## config.mk

```make
export PLATFORM = sky130hd
export DESIGN_NAME = univ_cnt_shift
export DESIGN_NICKNAME = d
export VERILOG_FILES = /design/src/rtl/ucs_pkg.sv /design/src/rtl/ucs_next.sv /design/src/rtl/ucs_term.sv /design/src/rtl/ucs_store.sv /design/src/rtl/univ_cnt_shift.sv
export SDC_FILE = /design/constraint.sdc
export NUM_CORES = 1
export LEC_CHECK = 0
export ABC_AREA = 1
export BUFFER_PORTS_ARGS = -buffer_cell sky130_fd_sc_hd__buf_2
export CAP_MARGIN = 5
export CORE_AREA = 4 4 41 43
export CTS_BUF_LIST = sky130_fd_sc_hd__clkbuf_16
export DETAILED_ROUTE_END_ITERATION = 6
export DIE_AREA = 0 0 45 47
export PLACE_DENSITY = 0.68
export SETUP_SLACK_MARGIN = 0.1
export SYNTH_ARGS = -nofsm -noshare
export SYNTH_HDL_FRONTEND = slang
export SYNTH_HIERARCHICAL = 1
export SYNTH_SLANG_ARGS = --single-unit
```

## constraint.sdc

```tcl
create_clock -name clk -period 1.55 [get_ports clk]
set_input_delay 0.0775 -clock clk [delete_from_list [all_inputs] [get_ports clk]]
set_output_delay 0.0775 -clock clk [all_outputs]
set_load 0.02 [all_outputs]
```

## src/rtl/ucs_pkg.sv

```systemverilog
package ucs_pkg;

    typedef enum logic [2:0] {
        OP_LOAD   = 3'b000,
        OP_INV    = 3'b001,
        OP_SH_LO  = 3'b010,
        OP_SH_HI  = 3'b011,
        OP_DEC    = 3'b100,
        OP_CLR    = 3'b101,
        OP_INC    = 3'b110,
        OP_HOLD   = 3'b111
    } op_e;

    typedef struct packed {
        op_e  op;
        logic loc_en_n;
        logic chn_en_n;
        logic hi_ser;
    } ctl_t;

    function automatic logic step_ok(input logic loc_n, input logic chn_n);
        return (!loc_n) && (!chn_n);
    endfunction

    function automatic logic is_count_op(input op_e op);
        return (op == OP_INC) || (op == OP_DEC);
    endfunction

    function automatic logic follows_msb(input op_e op);
        return (op == OP_LOAD) || (op == OP_INV) ||
               (op == OP_SH_LO) || (op == OP_SH_HI);
    endfunction

endpackage

```

## src/rtl/ucs_next.sv

```systemverilog
module ucs_next
    import ucs_pkg::*;
#(
    parameter int W = 4
) (
    input  ctl_t         ctl,
    input  logic [W-1:0] cur,
    input  logic [W-1:0] par_d,
    output logic [W-1:0] nxt
);
    localparam logic [W-1:0] ONE = W'(1);

    logic [W-1:0] to_lo;
    logic [W-1:0] to_hi;
    logic         go;

    // Shift toward bit 0: the top bit takes the serial input.
    for (genvar i = 0; i < W; i++) begin : g_lo
        if (i == W - 1) begin : g_top
            assign to_lo[i] = ctl.hi_ser;
        end else begin : g_mid
            assign to_lo[i] = cur[i+1];
        end
    end

    // Shift toward the top bit: bit 0 takes the chain input.
    for (genvar i = 0; i < W; i++) begin : g_hi
        if (i == 0) begin : g_bot
            assign to_hi[i] = ctl.chn_en_n;
        end else begin : g_mid
            assign to_hi[i] = cur[i-1];
        end
    end

    assign go = step_ok(ctl.loc_en_n, ctl.chn_en_n);

    always_comb begin
        unique case (ctl.op)
            OP_LOAD:  nxt = par_d;
            OP_INV:   nxt = ~cur;
            OP_SH_LO: nxt = to_lo;
            OP_SH_HI: nxt = to_hi;
            OP_DEC:   nxt = go ? cur - ONE : cur;
            OP_CLR:   nxt = '0;
            OP_INC:   nxt = go ? cur + ONE : cur;
            default:  nxt = cur;
        endcase
    end

endmodule

```

## src/rtl/ucs_term.sv

```systemverilog
module ucs_term
    import ucs_pkg::*;
#(
    parameter int W = 4
) (
    input  ctl_t         ctl,
    input  logic [W-1:0] cur,
    output logic         term_n
);
    logic at_top;
    logic at_bot;

    assign at_top = &cur;
    assign at_bot = ~|cur;

    always_comb begin
        if (follows_msb(ctl.op)) begin
            term_n = cur[W-1];
        end else if (ctl.op == OP_INC) begin
            term_n = !(!ctl.chn_en_n && at_top);
        end else if (ctl.op == OP_DEC) begin
            term_n = !(!ctl.chn_en_n && at_bot);
        end else begin
            term_n = 1'b1;
        end
    end

endmodule

```

## src/rtl/ucs_store.sv

```systemverilog
module ucs_store #(
    parameter int W = 4
) (
    input  logic         clk,
    input  logic         rst,
    input  logic [W-1:0] nxt,
    output logic [W-1:0] cur
);
    always_ff @(posedge clk or posedge rst) begin
        if (rst) begin
            cur <= '0;
        end else begin
            cur <= nxt;
        end
    end

endmodule

```

## src/rtl/univ_cnt_shift.sv

```systemverilog
module univ_cnt_shift
    import ucs_pkg::*;
#(
    parameter int W = 4
) (
    input  logic         clk,
    input  logic         rst,
    input  logic [2:0]   mode,
    input  logic [W-1:0] par_d,
    input  logic         cnt_en_n,
    input  logic         chain_n,
    input  logic         hi_ser_in,
    output logic [W-1:0] q,
    output logic         term_n
);
    ctl_t         ctl;
    logic [W-1:0] nxt;

    assign ctl.op       = op_e'(mode);
    assign ctl.loc_en_n = cnt_en_n;
    assign ctl.chn_en_n = chain_n;
    assign ctl.hi_ser   = hi_ser_in;

    ucs_next #(.W(W)) u_next (
        .ctl   (ctl),
        .cur   (q),
        .par_d (par_d),
        .nxt   (nxt)
    );

    ucs_store #(.W(W)) u_store (
        .clk (clk),
        .rst (rst),
        .nxt (nxt),
        .cur (q)
    );

    ucs_term #(.W(W)) u_term (
        .ctl    (ctl),
        .cur    (q),
        .term_n (term_n)
    );

endmodule

```

==> key figures <==
Status
  • Outcome: complete, no violations

Placed design
  • Post-Place Cells: between 100 and 150
  • GP Congestion: 0.8501
  • Dpl ws: 0.1835 ns
  • Number of port buffers: 16
  • Post-DP HPWL: 1235 µm
  • Cell Area, Placed: ~660 µm²

Synth
  • Area leader, netlist: nand2_1
  • Most frequent cells after synthesis: 34 x nand2_1, 13 x nor2_1, 11 x nand3_1
  • Yosys reg bits: 4
  • FFs w/ async S/R, synth: 100.0%
  • Top-count cell post-synth: nand2_1
  • Primary FF master, synth: dfrtp_1
  • EDFF count, synth: 0
  • Register area share after synthesis: roughly 18%
  • Yosys cell types: 20
  • Mapped Cells: 99
  • Synth Cell Area: 564.3 µm²
  • Largest cells by area after synthesis: nand2_1 23%, dfrtp_1 18%, nand3_1 9.8%
  • Net Count, Synth: about 110
  • Share of the synthesized area in the top cell type: 22.62%
  • Mean Syn Cell Area: 5.700 µm²
  • Synth warnings: 6

Timing
  • Post-route minimum period: 1.343 ns
  • Final Hold Fails: 0
  • Setup ws final: 0.2070 ns
  • Final setup skew: 0.001937 ns
  • Setup TNS Final: 0 ns
  • # setup viols final: 0
  • Hold WS: approximately 0.18 ns
  • Slew headroom: around four fifths
  • Peak Freq: 744.6 MHz
  • Fin. max-slew vios: 0
  • Unrepaired setup endpoints after global routing: false
  • Final Cycle Share: 86.64%
  • Worst slew pin tran: ~0.33 ns

Global route
  • GRT overflow: 0
  • Vias in the first global route: 650
  • Pin count of the biggest net entering global routing: 13
  • Antenna violations before repair: 0
  • Met1 Use GR: 23.06%
  • Met2 usage: 29.66%
  • GR Util met3: less than 1%
  • Most used routing layer: met2
  • Global Route Usage Sum: 17.33%
  • First-pass GRT wire length: between 2000 and 3000 µm

Flow run
  • Max_cap viols: 0

Hold path
  • Hold WC Path Type: input pin to flop
  • Hold wc startpoint: par_d[0]

Critical path
  • Arr. time, crit path: 1.27 ns
  • Largest stage delay, worst path: 0.48 ns
  • Crit start category: flop
  • Critical-path cell list: nor2_1 -> nand2_1 -> nand2_1 -> nand2_1 -> nand2_1 -> nand2_1 -> buf_2
  • CP endpoint kind: primary output
  • Slowest cell on the critical path: dfrtp_1
  • Crit path top cell by count: nand2_1
  • Setup CP Type: flop to primary output
  • Crit. Startpoint: u_store/cur[1]$_DFF_PP0_
  • CP Max Fanout: 11
  • Worst Path Required: 1.47 ns
  • Family with the most delay on the worst path: flip-flops
  • CP Buf/Inv Count: 1
  • Reg2reg start: u_store/cur[1]$_DFF_PP0_

Floorplan
  • Initial Util: 43.37%
  • Die W: 45 µm
  • I/O pin total: 17
  • Die Footprint: 0.002115 mm²
  • Row cnt: 13
  • Die height: 47 µm
  • Core area: between 0.001 and 0.0015 mm²

Power
  • Power Density: roughly 1200 mW/mm²
  • Worst VDD drop: 0.4941 mV
  • Leakage: 0.4067 nW

Finish
  • Ratio of cells with drive above 1 in the final layout: 24.58%
  • Largest register by flop count: u_store/cur
  • Number of flip-flops under the largest register name: 4
  • N_diodes: 0
  • Area grow syn2layout: 32.15%
  • Final cell count without fillers: 133
  • Largest regs: u_store/cur x4
  • Fillers: 144
  • Final Instance Area: approximately 750 µm²
  • Final Net Count: 134

Drt
  • Initial DRC count: 67
  • Residual DRC: 0
  • Final WL: 1659 µm
  • Avg WL per Cell: 12.47 µm
  • Via density: 5.459
  • DR vias: 726
  • Initial DRT Pass Iterations: 4
  • Antenna-violating nets left: 0

CTS
  • CTS clk-pin slew, worst paths: around 0.030 ns
  • Cts bufs inserted: 3
  • CTS Buffer Depth: 2
  • Clk Latency, worst-skew pair: 0.22 ns
  • Clock sink total: 4
  • Setup repair bufs after CTS: 0
  • Clock root buffer master: clkbuf_16
  • H-tree depth: 1
  • TritonCTS clock tree: done
-- per-layer routing --
metal | wire [µm] | part of all wire [%] | vias up
li1 | - | - | 362
met1 | 693 | 42 | 327
met2 | 804 | 48 | 35
met3 | 151 | 9.1 | 2
met4 | 10 | 0.60 | 0
met5 | 0 | 0 | -
-- worst register-to-register path: stages, from the launching register on --
cell and delay, ns:
dfrtp_1 0.52, inv_1 0.09, ha_1 0.29, o211ai_1 0.19, nand3_1 0.10
-- cell type report --
cell class              count  area [µm²]  share of cell area (%)
repair buffers             18       97.59                   13.09
clock buffers               3       75.07                   10.07
inverters                  12       45.04                   6.040
flip-flops and latches      4       102.6                   13.76
well taps                  15       18.77                   2.517
multi-input cells          81       406.6                   54.53
-- repair_timing --
action / 4_1_cts / 5_1_grt
hold buffers: 1 / 0
hold endpoints to repair: 4 / 0
resized for setup: 0 / 2
setup endpoints to repair: 0 / 3
-- final timing paths --
check	end	slack, ns	cells past startpoint
max reg2reg	u_store/cur[1]$_DFF_PP0_	0.24	4
min reg2reg	u_store/cur[3]$_DFF_PP0_	0.64	2
max in group asynchronous	u_store/cur[2]$_DFF_PP0_	1.07	3
max	term_n	0.21	7
min in group asynchronous	u_store/cur[3]$_DFF_PP0_	0.29	3
min	u_store/cur[0]$_DFF_PP0_	0.18	5
-- power by group --
group / total (mW) / internal (mW) / switching [mW]
combinational: 0.268 / 0.100 / 0.168
sequential: 0.194 / 0.130 / 0.0639
clock: 0.409 / 0.330 / 0.0783
-- metrics by stage --
step | util, % | power (mW)
after floorplan | - | 0.3643
after global placement | 50.58 | 0.4486
after detailed placement | 50.58 | 0.4536
after CTS | 57.12 | 0.8712
after global routing | 57.31 | 0.9316
final | 57.31 | 0.8710
-- layout by cell type, fill, tap and decap left out, drive strengths merged --
cell	netlist	routed
nand2	34	34
buf	2	17
nor2	14	14
nand3	13	13
inv	12	12
nand4	8	8
dfrtp	4	4
clkbuf	0	3
o21ai	3	3
ha	2	2
nor3b	2	2
dlygate4sd3	0	1
nand3b	1	1
nor3	1	1
xor2	1	1
a21oi	1	1
o211ai	1	1
-- logic make-up (layout without fill, tap and decap cells) --
logic type / after synthesis / after routing / synth area share, %
buf+inv: 14 / 33 / 10.20
fa+ha+maj: 2 / 2 / 4.434
simple gates: 73 / 73 / 61.20
xor+xnor: 1 / 1 / 1.552
flops: 4 / 4 / 17.74
compound gates: 5 / 5 / 4.877
No activity file was read; power rests on OpenSTA's default activity.
